## config.mk

```make
export PLATFORM = sky130hd
export DESIGN_NAME = erc_read_ctrl
export DESIGN_NICKNAME = d
export VERILOG_FILES = /design/src/rtl/erc_pkg.sv /design/src/rtl/erc_timing_sel.sv /design/src/rtl/erc_age_counter.sv /design/src/rtl/erc_bank_decode.sv /design/src/rtl/erc_read_ctrl.sv
export SDC_FILE = /design/constraint.sdc
export NUM_CORES = 1
export LEC_CHECK = 0
export BUFFER_PORTS_ARGS = -buffer_cell sky130_fd_sc_hd__buf_2
export CAP_MARGIN = 20
export CORE_UTILIZATION = 35
export DETAILED_ROUTE_END_ITERATION = 10
export GPL_ROUTABILITY_DRIVEN = 0
export PLACE_DENSITY = 0.65
export SLEW_MARGIN = 20
export SYNTH_ARGS = -nofsm -noshare
export SYNTH_HDL_FRONTEND = slang
export SYNTH_SLANG_ARGS = --single-unit
```

## constraint.sdc

```tcl
create_clock -name clk -period 8.5 [get_ports clk]
set_input_delay 1.7 -clock clk [delete_from_list [all_inputs] [get_ports clk]]
set_output_delay 1.7 -clock clk [all_outputs]
set_load 0.01 [all_outputs]
```

## src/rtl/erc_pkg.sv

```systemverilog
package erc_pkg;

    localparam int ERC_CNT_W = 8;

    // nanosecond presets per speed grade
    localparam int FAST_ACC_NS = 80;
    localparam int FAST_OE_NS  = 50;
    localparam int FAST_FLT_NS = 50;
    localparam int MID_ACC_NS  = 100;
    localparam int MID_OE_NS   = 60;
    localparam int MID_FLT_NS  = 60;
    localparam int SLOW_ACC_NS = 120;
    localparam int SLOW_OE_NS  = 70;
    localparam int SLOW_FLT_NS = 70;

    typedef enum logic [1:0] {
        GRADE_FAST = 2'd0,
        GRADE_MID  = 2'd1,
        GRADE_SLOW = 2'd2,
        GRADE_SLOW_ALT = 2'd3
    } erc_grade_e;

    typedef enum logic {
        ST_IDLE   = 1'b0,
        ST_ACCESS = 1'b1
    } erc_state_e;

    typedef struct packed {
        logic [ERC_CNT_W-1:0] acc;
        logic [ERC_CNT_W-1:0] oe;
        logic [ERC_CNT_W-1:0] flt;
    } erc_timing_t;

    // round a delay up to whole clock periods, saturating at counter range
    function automatic logic [ERC_CNT_W-1:0] ns_to_cycles(input int ns, input int clk_ps);
        int c;
        c = (ns * 1000 + clk_ps - 1) / clk_ps;
        if (c > (1 << ERC_CNT_W) - 1)
            c = (1 << ERC_CNT_W) - 1;
        return c[ERC_CNT_W-1:0];
    endfunction

    function automatic erc_timing_t make_timing(input int acc_ns, input int oe_ns,
                                                input int flt_ns, input int clk_ps);
        erc_timing_t t;
        t.acc = ns_to_cycles(acc_ns, clk_ps);
        t.oe  = ns_to_cycles(oe_ns, clk_ps);
        t.flt = ns_to_cycles(flt_ns, clk_ps);
        return t;
    endfunction

endpackage

```

## src/rtl/erc_timing_sel.sv

```systemverilog
module erc_timing_sel
    import erc_pkg::*;
#(
    parameter int CLK_PS = 8000
) (
    input  logic [1:0]  grade,
    output erc_timing_t timing
);
    localparam int N_PRESET = 3;

    erc_timing_t preset [N_PRESET];

    // one preset entry per supported speed grade
    for (genvar g = 0; g < N_PRESET; g++) begin : g_preset
        if (g == 0) begin : g_fast
            assign preset[g] = make_timing(FAST_ACC_NS, FAST_OE_NS, FAST_FLT_NS, CLK_PS);
        end else if (g == 1) begin : g_mid
            assign preset[g] = make_timing(MID_ACC_NS, MID_OE_NS, MID_FLT_NS, CLK_PS);
        end else begin : g_slow
            assign preset[g] = make_timing(SLOW_ACC_NS, SLOW_OE_NS, SLOW_FLT_NS, CLK_PS);
        end
    end

    // codes 2 and 3 both select the slowest preset
    always_comb begin
        case (erc_grade_e'(grade))
            GRADE_FAST: timing = preset[0];
            GRADE_MID:  timing = preset[1];
            default:    timing = preset[2];
        endcase
    end

endmodule

```

## src/rtl/erc_age_counter.sv

```systemverilog
module erc_age_counter #(
    parameter int W        = 8,
    parameter bit RST_FULL = 1'b0
) (
    input  logic         clk,
    input  logic         rst,
    input  logic         start,
    input  logic         run,
    output logic [W-1:0] count
);
    localparam logic [W-1:0] FULL = '1;
    localparam logic [W-1:0] ONE  = W'(1);

    // counts elapsed clock periods since start; start loads one
    always_ff @(posedge clk) begin
        if (rst)
            count <= RST_FULL ? FULL : '0;
        else if (start)
            count <= ONE;
        else if (run && count != FULL)
            count <= count + ONE;
    end

    a_r5_count_monotonic: assert property (@(posedge clk) disable iff (rst)
        (!start && run && $past(!rst)) |=> (count >= $past(count)));

endmodule

```

## src/rtl/erc_bank_decode.sv

```systemverilog
module erc_bank_decode #(
    parameter int BANKS  = 4,
    parameter int BANK_W = $clog2(BANKS)
) (
    input  logic              clk,
    input  logic              rst,
    input  logic              en_next,
    input  logic [BANK_W-1:0] bank_next,
    output logic [BANKS-1:0]  ce_n
);
    // registered, glitch-free select per device
    for (genvar i = 0; i < BANKS; i++) begin : g_ce
        always_ff @(posedge clk) begin
            if (rst)
                ce_n[i] <= 1'b1;
            else
                ce_n[i] <= !(en_next && (bank_next == BANK_W'(i)));
        end
    end

    a_r3_single_select: assert property (@(posedge clk) disable iff (rst)
        $onehot0(~ce_n));

endmodule

```

## src/rtl/erc_read_ctrl.sv

```systemverilog
module erc_read_ctrl
    import erc_pkg::*;
#(
    parameter int CLK_PS = 8000,
    parameter int ADDR_W = 17,
    parameter int DATA_W = 16,
    parameter int BANKS  = 4
) (
    input  logic                     clk,
    input  logic                     rst,
    input  logic                     req_valid,
    output logic                     req_ready,
    input  logic [ADDR_W-1:0]        req_addr,
    input  logic [$clog2(BANKS)-1:0] req_bank,
    input  logic [1:0]               req_grade,
    output logic                     rsp_valid,
    output logic [DATA_W-1:0]        rsp_data,
    output logic [ADDR_W-1:0]        mem_addr,
    output logic [BANKS-1:0]         mem_ce_n,
    output logic                     mem_oe_n,
    input  logic [DATA_W-1:0]        mem_rdata
);
    localparam int BANK_W = $clog2(BANKS);
    localparam int CW     = ERC_CNT_W;

    erc_state_e          state_q;
    erc_timing_t         t_sel;
    erc_timing_t         t_q;
    logic [BANK_W-1:0]   bank_q;
    logic [BANK_W-1:0]   last_bank_q;
    logic [CW-1:0]       fl_lim_q;
    logic [ADDR_W-1:0]   addr_q;
    logic                oe_on_q;
    logic [CW-1:0]       ce_age;
    logic [CW-1:0]       oe_age;
    logic [CW-1:0]       fl_age;
    logic [CW-1:0]       oe_lead;
    logic                accept;
    logic                float_ok;
    logic                oe_go;
    logic                capture;
    logic                sel_next;
    logic [BANK_W-1:0]   bank_next;
    logic                rsp_valid_q;
    logic [DATA_W-1:0]   rsp_data_q;

    erc_timing_sel #(.CLK_PS(CLK_PS)) i_timing (
        .grade  (req_grade),
        .timing (t_sel)
    );

    assign accept   = req_valid && (state_q == ST_IDLE);
    assign oe_lead  = (t_q.acc > t_q.oe) ? (t_q.acc - t_q.oe) : '0;
    assign float_ok = (bank_q == last_bank_q) || (fl_age >= fl_lim_q);
    assign oe_go    = (state_q == ST_ACCESS) && !oe_on_q && (ce_age >= oe_lead) && float_ok;
    assign capture  = (state_q == ST_ACCESS) && oe_on_q &&
                      (ce_age >= t_q.acc) && (oe_age >= t_q.oe);

    // cycles since the chip enable fell
    erc_age_counter #(.W(CW), .RST_FULL(1'b0)) i_ce_age (
        .clk   (clk),
        .rst   (rst),
        .start (accept),
        .run   (state_q == ST_ACCESS),
        .count (ce_age)
    );

    // cycles since the output enable fell
    erc_age_counter #(.W(CW), .RST_FULL(1'b0)) i_oe_age (
        .clk   (clk),
        .rst   (rst),
        .start (oe_go),
        .run   (oe_on_q),
        .count (oe_age)
    );

    // cycles since the last device was released
    erc_age_counter #(.W(CW), .RST_FULL(1'b1)) i_fl_age (
        .clk   (clk),
        .rst   (rst),
        .start (capture),
        .run   (1'b1),
        .count (fl_age)
    );

    assign sel_next  = accept || ((state_q == ST_ACCESS) && !capture);
    assign bank_next = accept ? req_bank : bank_q;

    erc_bank_decode #(.BANKS(BANKS), .BANK_W(BANK_W)) i_decode (
        .clk       (clk),
        .rst       (rst),
        .en_next   (sel_next),
        .bank_next (bank_next),
        .ce_n      (mem_ce_n)
    );

    always_ff @(posedge clk) begin
        if (rst) begin
            state_q     <= ST_IDLE;
            t_q         <= '0;
            bank_q      <= '0;
            last_bank_q <= '0;
            fl_lim_q    <= '0;
            addr_q      <= '0;
            oe_on_q     <= 1'b0;
            rsp_valid_q <= 1'b0;
            rsp_data_q  <= '0;
        end else begin
            rsp_valid_q <= capture;
            if (accept) begin
                state_q <= ST_ACCESS;
                t_q     <= t_sel;
                bank_q  <= req_bank;
                addr_q  <= req_addr;
            end
            if (oe_go)
                oe_on_q <= 1'b1;
            if (capture) begin
                state_q     <= ST_IDLE;
                oe_on_q     <= 1'b0;
                rsp_data_q  <= mem_rdata;
                last_bank_q <= bank_q;
                fl_lim_q    <= t_q.flt;
            end
        end
    end

    assign req_ready = (state_q == ST_IDLE);
    assign rsp_valid = rsp_valid_q;
    assign rsp_data  = rsp_data_q;
    assign mem_addr  = addr_q;
    assign mem_oe_n  = !oe_on_q;

    a_r2_ready_drop_on_accept: assert property (@(posedge clk) disable iff (rst)
        $fell(req_ready) |-> $past(req_valid));

    a_r4_oe_needs_select: assert property (@(posedge clk) disable iff (rst)
        !mem_oe_n |-> (mem_ce_n != '1));

    a_r5_strobe_single: assert property (@(posedge clk) disable iff (rst)
        rsp_valid |=> !rsp_valid);

    a_r9_addr_held: assert property (@(posedge clk) disable iff (rst)
        !mem_oe_n |=> $stable(mem_addr));

    a_r9_release_after_strobe: assert property (@(posedge clk) disable iff (rst)
        rsp_valid |-> (mem_oe_n && (mem_ce_n == '1)));

endmodule

```

==> impl_metrics.csv <==
group,metric,value,unit
status,outcome,"completed",
setup_path,end_kind,"register",
routing,drt_wl_total,8430,um
cts,post-cts-setup-buffer-count,0,
finish,nets,557,
power_and_ir_drop,power.net_switching,0.254,mW
die,die_w,105,um
routing,ratio_of_routed_vias_to_standard_cells,5.08,
sta,fmaxAchievable,0.293,GHz
sta,max_slew.worst_pin.slew,0.911,ns
power_and_ir_drop,leakage_power_of_the_design,1.82,nW
setup_path,ff2ff_path_depth,12,
setup_path,crit_type,"input port to register",
finish,n_fill_cell,1049,
die,placementRows,37,
grt,grt_antenna_before_repair,0,
yosys,synth-seq-area-share,40.8,%
grt,all_layer_gr_usage,15.8,%
routing,drc,0,
setup_path,required,8.71,ns
yosys,ys_async_sr_fraction,0,%
routing,wl_per_cell,13.4,um
sta,timing.final.crit_period,3.42,ns
power_and_ir_drop,part_of_the_total_power_dissipated_in_combinational_logic,22.5,%
placement,hpwlAfterDp,5850,um
cts,clk_latency,0.34,ns
yosys,syn_avg_cell_area,8.87,sq um
yosys,synth_top_flop_cell,"dfxtp_1",
power_and_ir_drop,total_power_divided_by_cell_area,198,nW/um^2
die,fp.dieArea,10900,sq um
cts,clkTransAtPathRegs,0.07,ns
grt,maximum_number_of_pins_on_one_net_before_global_route_repair,50,
sta,final-hold-violation-count,0,
sta,slew_headroom,39.3,%
cts,clock_tree.buffer_depth,2,
routing,remaining_antenna_violation_count_after_routing,0,
worst_hold_path,min-delay-path-class,"register to register",
sta,post-route-worst-setup-slack,5.08,ns
cts,numClockSinks,75,
yosys,post_synth_instance_area,3680,sq um
sta,holdWs,0.457,ns
finish,area.growth.synth_to_final,18.9,%
routing,drt_first_iter_violations,103,
finish,layout_cells_sized_above_1,20.7,%
cts,cts-root-buf,"clkbuf_8",
cts,cts_inserted_buffers,9,
routing,detailedRoute.firstPassIterationCount,4,
cts,ctsHoldBuffers,0,
die,initial_core_util,35.8,%
die,core_area,10300,sq um
yosys,synthDominantCellAreaShare,40.8,%
cts,cts.htree.levels,3,
yosys,postSynthRegisterBits,75,
die,ios,80,
grt,globalRoute.totalOverflow,0,
sta,min_period_over_period,40.2,%
cts,cts_resized,0,
die,die_y,105,um
sta,worst_clock_skew,0.0117,ns
cts,cts_tree,"built",
placement,dp_slack,4.73,ns
grt,grt_pass1_vias,3208,
yosys,synth_cell_types,47,
power_and_ir_drop,power_frac_clock,31.3,%
setup_path,worst-path-max-fanout,49,
setup_path,cp_data_arrival_time,3.63,ns
power_and_ir_drop,seq_power_share,46.2,%
sta,maxSlewViolCount,0,
grt,grt_pass1_wl,14200,um
yosys,synthCells,415,
worst_hold_path,holdPathStages,2,
routing,vias_post_dr,3189,
yosys,number_of_flops_mapped_to_enable_cells_by_yosys,0,
power_and_ir_drop,ir_drop,0.102,mV
yosys,yosysWarningCount,0,
power_and_ir_drop,internal_power,0.612,mW
finish,antennaDiodeCount,0,
sta,final.setup.tns,0,ns
placement,port_buf_inserts,79,
yosys,yosys-top-cells-area,"dfxtp_1 41%, ha_1 9.2%, a31o_1 5.0%",
sta,setup_repair_after_global_routing_missed_its_margin,"false",
yosys,synth_top_area_cell,"dfxtp_1",
power_and_ir_drop,power.share.switching,29.3,%
flow_run,max_cap_viol_count,0,
setup_path,setup.worst_path.start_class,"input port",
sta,setup-violations-final,0,
-- stage by stage --
step / instance area (sq um) / cells / utilization [%] / total power, mW
finish: 4380 / 628 / 42.6 / 0.866
global route: 4380 / 628 / 42.6 / 0.918
CTS: 4380 / 628 / 42.6 / 0.875
detailed placement: 4180 / 613 / 40.7 / 0.601
global placement: 4180 / 613 / 40.7 / 0.595
floorplan: 3680 / 416 / - / 0.550
-- kinds of logic (layout without fill, tap and decap cells) --
| logic type | Yosys count | after routing | share of synthesized area, % |
|---|---|---|---|
| other cells | 1 | 2 | 0.102 |
| mux | 7 | 7 | 1.97 |
| fa+ha+maj | 29 | 29 | 10.3 |
| buf+inv | 59 | 135 | 6.46 |
| flops | 75 | 75 | 40.8 |
| xor+xnor | 18 | 18 | 4.28 |
| simple gates | 118 | 118 | 15.3 |
| compound gates | 108 | 108 | 20.8 |
-- flip-flops by register name (all words and copies together), names as in the netlist --
| register | count |
|---|---|
| state_q | 1 |
| rsp_valid | 1 |
| i_ce_age.count | 8 |
| oe_on_q | 1 |
| t_q | 4 |
| rsp_data | 16 |
| i_fl_age.count | 8 |
| i_decode.ce_n | 4 |
| i_oe_age.count | 8 |
| bank_q | 2 |
| mem_addr | 17 |
| fl_lim_q | 3 |
| last_bank_q | 2 |
-- critical path: stages --
cell and delay, ns:
buf_2 0.69, inv_1 0.70, nand2_1 0.43, nor3_1 0.11
-- synthesized netlist by cell type (3+ instances only) --
master / instances
a21o_1: 4
ha_1: 27
nor2_1: 23
inv_1: 37
and2_1: 3
and3_1: 5
dfxtp_1: 75
nand4_1: 9
a311oi_1: 20
nor3_1: 4
a211oi_1: 9
a31o_1: 21
o21ai_1: 11
clkbuf_1: 18
xnor2_1: 11
xor2_1: 7
nand2_1: 48
nand2b_1: 4
mux2i_1: 5
a21oi_1: 30
nand3_1: 9
-- worst paths after layout --
path	startpoint	to	slack [ns]
min reg2reg	mem_addr[6]	mem_addr[6]	0.46
max	rst	i_ce_age.count[2]	5.08
max reg2reg	t_q[10]	i_oe_age.count[1]	5.36
min	mem_addr[6]	mem_addr[6]	0.46
-- final cells by class --
type                       instances  area (sq um)  share of cell area, %
sequential                        75          1500                   34.3
inverter                          37           139                   3.17
tap                              136           170                   3.89
clock buffer                      13           159                   3.63
multi-input combinational        282          1950                   44.5
clock inverter                     2          35.0                  0.801
timing repair buffer              83           425                   9.72
-- power groups by stage --
| stage | clock network [mW] | logic [mW] | registers, mW |
|---|---|---|---|
| after floorplan | 0 | 0.146 | 0.404 |
| after global placement | 0 | 0.188 | 0.407 |
| after detailed placement | 0 | 0.194 | 0.407 |
| after CTS | 0.280 | 0.196 | 0.400 |
| after global routing | 0.294 | 0.220 | 0.404 |
| final | 0.271 | 0.195 | 0.400 |
-- placed cells by master (no fill, tap or decap), drive strengths merged, types with 3 or more instances in the layout --
master and instances:
a211oi 9, a21o 4, a21oi 30, a311oi 21
a31o 21, and2 3, and3 6, buf 83
clkbuf 13, dfxtp 75, ha 27, inv 37
mux2i 5, nand2 48, nand2b 4, nand3 9
nand4 9, nor2 23, nor3 4, o21ai 14
xnor2 11, xor2 7
-- layer usage --
| layer | vias to the layer above | global-route usage (%) | routed length, um |
|---|---|---|---|
| met5 | - | 0 | 0 |
| met4 | 0 | 6.43 | 142 |
| met3 | 14 | 3.93 | 359 |
| met2 | 70 | 27.2 | 3950 |
| met1 | 1488 | 18.7 | 3970 |
| li1 | 1617 | - | - |
Note: power is estimated with default switching activity, not from simulation.
